File: config.mk
export PLATFORM = sky130hd
export DESIGN_NAME = fpu_exc_status_unit
export DESIGN_NICKNAME = d
export VERILOG_FILES = /design/src/rtl/fxs_pkg.sv /design/src/rtl/fxs_mask_filter.sv /design/src/rtl/fxs_priority_path.sv /design/src/rtl/fxs_state_regs.sv /design/src/rtl/fpu_exc_status_unit.sv
export SDC_FILE = /design/constraint.sdc
export NUM_CORES = 1
export LEC_CHECK = 0
export ABC_AREA = 1
export ABC_CLOCK_PERIOD_IN_PS = 800
export BUFFER_PORTS_ARGS = -buffer_cell sky130_fd_sc_hd__buf_2
export CAP_MARGIN = 0
export CORE_ASPECT_RATIO = 0.75
export CORE_UTILIZATION = 35
export CTS_CLUSTER_SIZE = 20
export DETAILED_ROUTE_END_ITERATION = 6
export PLACE_DENSITY = 0.75
export SYNTH_ARGS = -nofsm -noshare
export SYNTH_HDL_FRONTEND = slang
export SYNTH_SLANG_ARGS = --single-unit
export TNS_END_PERCENT = 1
File: constraint.sdc
create_clock -name clk -period 0.8 [get_ports clk]
set_clock_uncertainty 0.05 [all_clocks]
set_input_delay 0 -clock clk [delete_from_list [all_inputs] [get_ports clk]]
set_output_delay 0 -clock clk [all_outputs]
set_load 0.005 [all_outputs]
File: src/rtl/fxs_pkg.sv
package fxs_pkg;
  localparam int EXC_W = 6;
  localparam int SW_W  = 16;

  localparam int B_INV = 0;
  localparam int B_DEN = 1;
  localparam int B_ZDV = 2;
  localparam int B_OVF = 3;
  localparam int B_UNF = 4;
  localparam int B_PRE = 5;
  localparam int B_STK = 6;
  localparam int B_SUM = 7;
  localparam int B_C1  = 9;
  localparam int B_BSY = 15;

  typedef logic [EXC_W-1:0] exc_t;
  typedef logic [SW_W-1:0]  sw_t;

  typedef enum logic [2:0] {
    P_IDLE    = 3'd0,
    P_INVALID = 3'd1,
    P_ZDIV    = 3'd2,
    P_DENORM  = 3'd3,
    P_GENERAL = 3'd4
  } path_e;

  localparam exc_t HARD_SET = exc_t'((1 << B_INV) | (1 << B_ZDV));
  localparam exc_t OVUF_SET = exc_t'((1 << B_OVF) | (1 << B_UNF));
  localparam exc_t PRE_BIT  = exc_t'(1 << B_PRE);
  localparam exc_t DEN_BIT  = exc_t'(1 << B_DEN);

  // raised exceptions not blocked by the mask field
  function automatic exc_t unmasked_raw(exc_t raised, exc_t mask);
    return raised & ~mask;
  endfunction

  // invalid / divide-by-zero hide every other report
  function automatic exc_t hard_reduce(exc_t raw, exc_t raised);
    return (|(raised & HARD_SET)) ? (raw & HARD_SET) : raw;
  endfunction

  // OR the exception set, stack fault and C1 into a status word
  function automatic sw_t merge_flags(sw_t sw, exc_t raised, logic stk, logic c1);
    return sw | sw_t'(raised) | (sw_t'(stk) << B_STK) | (sw_t'(c1) << B_C1);
  endfunction

  // summary and busy bits when anything is unmasked
  function automatic sw_t mark_summary(sw_t sw, exc_t live);
    sw_t r;
    r = sw;
    if (|live) begin
      r[B_SUM] = 1'b1;
      r[B_BSY] = 1'b1;
    end
    return r;
  endfunction
endpackage

File: src/rtl/fxs_mask_filter.sv
module fxs_mask_filter
  import fxs_pkg::*;
(
  input  exc_t raised,
  input  exc_t mask,
  output exc_t live,
  output logic hard_hit
);
  exc_t raw;

  always_comb begin
    raw      = unmasked_raw(raised, mask);
    live     = hard_reduce(raw, raised);
    hard_hit = |(raised & HARD_SET);
  end
endmodule

File: src/rtl/fxs_priority_path.sv
module fxs_priority_path
  import fxs_pkg::*;
(
  input  exc_t  raised,
  input  exc_t  live,
  input  logic  stk,
  input  logic  c1,
  input  logic  mem_dest,
  input  logic  zd_masked,
  input  logic  numerr_en,
  input  sw_t   old_sw,
  output sw_t   next_sw,
  output exc_t  next_trap,
  output logic  want_irq,
  output logic  want_ferr,
  output path_e path
);
  always_comb begin
    next_sw   = mark_summary(old_sw, live);
    next_trap = live;
    want_irq  = 1'b0;
    want_ferr = 1'b0;
    path      = P_IDLE;
    if (raised[B_INV]) begin
      path    = P_INVALID;
      next_sw = merge_flags(next_sw, raised, stk, c1);
      if (stk && !c1) next_sw[B_C1] = 1'b0;
    end else if (raised[B_ZDV]) begin
      path            = P_ZDIV;
      next_sw[B_ZDV]  = 1'b1;
      if (!zd_masked) begin
        want_ferr = numerr_en;
        want_irq  = !numerr_en;
      end
    end else if (raised[B_DEN] && live[B_DEN]) begin
      path           = P_DENORM;
      next_sw[B_DEN] = 1'b1;
      next_trap      = DEN_BIT;
    end else begin
      path    = P_GENERAL;
      next_sw = merge_flags(next_sw, raised, stk, c1);
      if (raised[B_PRE] && !c1) next_sw[B_C1] = 1'b0;
      next_trap = live & ~PRE_BIT;
      if (|(next_trap & OVUF_SET)) begin
        if (!mem_dest) begin
          next_trap = next_trap & ~OVUF_SET;
        end else begin
          next_sw[B_C1] = 1'b0;
          if (!old_sw[B_PRE]) next_sw[B_PRE] = 1'b0;
        end
      end
    end
  end
endmodule

File: src/rtl/fxs_state_regs.sv
module fxs_state_regs
  import fxs_pkg::*;
(
  input  logic clk,
  input  logic rst_n,
  input  logic load,
  input  sw_t  next_sw,
  input  exc_t next_trap,
  input  logic want_irq,
  input  logic want_ferr,
  output sw_t  sw_q,
  output exc_t trap_q,
  output logic done_q,
  output logic irq_q,
  output logic ferr_q
);
  always_ff @(posedge clk or negedge rst_n) begin
    if (!rst_n) begin
      sw_q   <= '0;
      trap_q <= '0;
      done_q <= 1'b0;
      irq_q  <= 1'b0;
      ferr_q <= 1'b0;
    end else begin
      done_q <= load;
      irq_q  <= load && want_irq;
      ferr_q <= load && want_ferr;
      if (load) begin
        sw_q   <= next_sw;
        trap_q <= next_trap;
      end
    end
  end
endmodule

File: src/rtl/fpu_exc_status_unit.sv
module fpu_exc_status_unit
  import fxs_pkg::*;
(
  input  logic             clk,
  input  logic             rst_n,
  input  logic             req_valid,
  input  logic [EXC_W-1:0] req_exc,
  input  logic             req_c1,
  input  logic             req_stk_fault,
  input  logic             req_mem_dest,
  input  logic [EXC_W-1:0] cw_mask,
  input  logic             numerr_en,
  output logic [SW_W-1:0]  stat_word,
  output logic [EXC_W-1:0] trap_vec,
  output logic             done,
  output logic             irq13_pulse,
  output logic             ferr_pulse
);
  exc_t  live_w;
  logic  hard_w;
  sw_t   next_sw_w;
  exc_t  next_trap_w;
  logic  want_irq_w;
  logic  want_ferr_w;
  path_e path_w;

  fxs_mask_filter u_mask (
    .raised   (req_exc),
    .mask     (cw_mask),
    .live     (live_w),
    .hard_hit (hard_w)
  );

  fxs_priority_path u_prio (
    .raised    (req_exc),
    .live      (live_w),
    .stk       (req_stk_fault),
    .c1        (req_c1),
    .mem_dest  (req_mem_dest),
    .zd_masked (cw_mask[B_ZDV]),
    .numerr_en (numerr_en),
    .old_sw    (stat_word),
    .next_sw   (next_sw_w),
    .next_trap (next_trap_w),
    .want_irq  (want_irq_w),
    .want_ferr (want_ferr_w),
    .path      (path_w)
  );

  fxs_state_regs u_regs (
    .clk       (clk),
    .rst_n     (rst_n),
    .load      (req_valid),
    .next_sw   (next_sw_w),
    .next_trap (next_trap_w),
    .want_irq  (want_irq_w),
    .want_ferr (want_ferr_w),
    .sw_q      (stat_word),
    .trap_q    (trap_vec),
    .done_q    (done),
    .irq_q     (irq13_pulse),
    .ferr_q    (ferr_pulse)
  );

  // timing of the update
  assert_done_follows_req_R10: assert property (@(posedge clk) disable iff (!rst_n)
    req_valid |=> done);
  assert_no_spurious_done_R10: assert property (@(posedge clk) disable iff (!rst_n)
    !req_valid |=> !done);
  assert_idle_holds_status_R10: assert property (@(posedge clk) disable iff (!rst_n)
    !req_valid |=> $stable(stat_word) && $stable(trap_vec));

  // trap vector contents
  assert_trap_subset_R1: assert property (@(posedge clk) disable iff (!rst_n)
    req_valid |=> (trap_vec & ~($past(req_exc) & ~$past(cw_mask))) == '0);
  assert_no_precision_trap_R1: assert property (@(posedge clk) disable iff (!rst_n)
    done |-> !trap_vec[B_PRE]);
  assert_hard_limit_R2: assert property (@(posedge clk) disable iff (!rst_n)
    req_valid && hard_w |=> (trap_vec & ~HARD_SET) == '0);
  assert_summary_on_trap_R3: assert property (@(posedge clk) disable iff (!rst_n)
    done && (trap_vec != '0) |-> stat_word[B_SUM] && stat_word[B_BSY]);
  assert_denorm_only_R6: assert property (@(posedge clk) disable iff (!rst_n)
    req_valid && (path_w == P_DENORM) |=> trap_vec == DEN_BIT);

  // error signalling
  assert_one_error_route_R5: assert property (@(posedge clk) disable iff (!rst_n)
    irq13_pulse |-> !ferr_pulse);
  assert_irq_route_R5: assert property (@(posedge clk) disable iff (!rst_n)
    irq13_pulse |-> !$past(numerr_en));
  assert_ferr_route_R5: assert property (@(posedge clk) disable iff (!rst_n)
    ferr_pulse |-> $past(numerr_en));
  assert_error_only_zdiv_R5: assert property (@(posedge clk) disable iff (!rst_n)
    req_valid && (path_w != P_ZDIV) |=> !irq13_pulse && !ferr_pulse);

  // low exception flags are sticky
  assert_sticky_flags_R7: assert property (@(posedge clk) disable iff (!rst_n)
    done |-> (stat_word[4:0] & $past(stat_word[4:0])) == $past(stat_word[4:0]));
endmodule

==> impl_metrics.toml <==
[worst_hold_path]
min_path_type = "input pin to register"

[routing]
firstDrtPassIters = 4
routed_wl_microns = 2030
drt.antenna.violating_nets = 0
drtIter0Drc = 11
drc = 0
wl_per_cell_microns = 10.8
vias = 804
via_per_inst = 4.28

[sta]
hold_viol = 4
slew_viol_final = 0
fmax_mhz = 1010
setup_tns_ns = -1.52
rsz0062_at_grt = "true"
fin_crit_sh_pct = 124
worst_slack_ns = -0.194
setup_violations = 20
whs_ns = -0.0551
layout_min_cycle_time_ns = 0.994

[setup_path]
crit_path_top_delay_cell = "dfrtp_1"
required_ns = 0.75
slowest_delay_ns = 0.42
crit_top_cell = "buf_6"
critPathMaxFanout = 2
critPathCaptureType = "output port"
critical_path_class = "register to output port"
arrival_ns = 0.94
crit_path_start_kind = "register"
path_cells = "buf_6 > buf_6"
crit_buf_inv = 2
path_delay_family = "flip-flops"

[grt]
grt_util_met2_pct = 28.3
grt_overflow = 0
grt_pass1_wl_microns = 3270
grt_pass1_vias = 743
gr-usage-met1_pct = 22.3
grt_util_all_layers_pct = 17.1
grtUsageMet3_pct = 6.59
busiest_layer = "met2"
antenna_found_initial = 0
grt_max_degree = 20

[yosys]
yosysTopAreaCell = "dfrtp_1"
yosysMostFrequentCell = "nand2_1"
async_flop_share_pct = 100
syn_inst = 96
synth_fa_ha_area_share_pct = 0
synth.top_cells.by_count = "nand2_1 (22), dfrtp_1 (19), inv_1 (10), nor2_1 (10), buf_4 (6)"
synth_area_leaders = "dfrtp_1 (55%), nand2_1 (9.5%), buf_4 (5.2%)"
synth-seq-cells = 19
synth_ff_type = "dfrtp_1"
yosys_warnings = 0
synthSimpleGateAreaFrac_pct = 22.2
synth_edf_count = 0
synth_xor_area_share_pct = 0
synth_top_family_by_area = "simple AND/OR/NAND/NOR gates"
syn_avg_cell_area_sq_um = 9.05
synthMuxAreaShare_pct = 0
synth_seq_area_share_pct = 54.8
synth_top_cell_area_share_pct = 54.8
synth_area_sq_um = 868
synth_compound_area_share_pct = 10.1
synth.distinct_cells = 20

[power]
power.density_nw_per_um2 = 1450
p_leak_nw = 0.671
total_power_mw = 1.84
ir_drop_mv = 1.21

[outcome]
violations = "negative hold slack, negative setup slack"
status = "finished, violations left"

[floorplanning]
die_x_microns = 59.5
die-height_microns = 45.1
initial_core_util_pct = 37.3
core_sq_um = 2330
dieArea_sq_um = 2690
fp-row-count = 15
ioPinCount = 44

[finish]
fin_util_pct = 54.4
layout-drive-gt1-share_pct = 39.0
instances_no_fill = 188
final_nets = 174
n_antenna_cell = 0
area_growth_pct = 45.8
design_area_sq_um = 1270

[cts]
numCtsBuffers = 3
postCtsSetupBuffers = 0
clkSlewWorstSetupHoldPaths_ns = 0.11
root_buffer = "clkbuf_4"
htreeDepth = 1
cts.path.max_buffers = 2
cts_tree = "done"
clkLatencyLatePin_ns = 0.30
cts_sinks = 19

[placement]
placedCellCount = 174
pre_cts_slack_ns = -0.0799
portBuffers = 37
gp_congestion = 0.858
hpwl_microns = 1480
place_area_sq_um = 1130

[flow_run]
cap_violations = 0
-- tightest hold or removal path: cells and delay by family --
family                 cells  cell delay (ns)
AND/OR/NAND/NOR            3             0.18
buffers and inverters      1             0.09
-- cells in the final DEF, fill, tap and decap left out --
| cell type | n |
|---|---|
| dlygate4sd3_1 | 10 |
| inv_2 | 4 |
| nand2_2 | 1 |
| clkinv_2 | 1 |
| o21ai_0 | 3 |
| o21ai_2 | 1 |
| nor2_1 | 10 |
| inv_1 | 10 |
| o21bai_2 | 1 |
| o21ai_1 | 1 |
| o21bai_1 | 3 |
| nor3_1 | 2 |
| buf_6 | 2 |
| nand2_1 | 22 |
| buf_4 | 8 |
| nor2_4 | 3 |
| a21oi_1 | 2 |
| clkbuf_4 | 4 |
| nor3b_1 | 1 |
| buf_2 | 35 |
| nand3_1 | 3 |
| a21o_1 | 2 |
| dfrtp_1 | 19 |
| conb_1 | 6 |
-- state kept, by name, indices dropped and copies added, names as in the netlist --
| signal | cells |
|---|---|
| u_regs.irq_q | 1 |
| u_regs.sw_q | 10 |
| u_regs.done_q | 1 |
| u_regs.trap_q | 6 |
| u_regs.ferr_q | 1 |
-- layer usage --
metal	up-vias	routed length (microns)
met2	34	937
met4	0	8
li1	403	-
met5	-	0
met1	365	947
met3	2	140
-- worst paths after layout --
check	slack (ns)	from	to	cells past startpoint
setup / recovery	-0.19	u_regs.sw_q[9]	stat_word[9]	2
hold / removal	-0.06	cw_mask[2]	u_regs.trap_q[2]	4
setup reg to reg	-0.09	u_regs.sw_q[9]	u_regs.sw_q[9]	4
hold reg to reg	0.42	u_regs.sw_q[15]	u_regs.sw_q[15]	2
max in group asynchronous	0.31	rst_n	u_regs.sw_q[3]	2
min in group asynchronous	0.10	rst_n	u_regs.sw_q[4]	2
-- power breakdown --
group	internal (mW)	switching [mW]
combinational	0.172	0.161
sequential	0.987	0.0160
clock	0.186	0.316
-- layout make-up --
type | instances | area (sq um)
Fill cell | 242 | 1060
Inverter | 14 | 52.6
Timing Repair Buffer | 56 | 365
Clock inverter | 1 | 5.00
Multi-Input combinational cell | 61 | 303
Clock buffer | 3 | 22.5
Tap cell | 34 | 42.5
Sequential cell | 19 | 475
-- cells by family (layout without fill, tap and decap cells) --
| group | count (synthesis) | in the layout |
|---|---|---|
| AO/OA/AOI/OAI | 13 | 13 |
| other | 1 | 6 |
| flip-flops | 19 | 19 |
| AND/OR/NAND/NOR | 42 | 42 |
| buffers and inverters | 21 | 74 |
-- repair_timing --
item                                    in CTS  in global routing
endpoints found under the setup margin      20                 21
resized for setup                            2                  1
hold endpoints to repair                    34                  6
hold buffers                                 9                  1
Power figures use the tool's default switching activity.
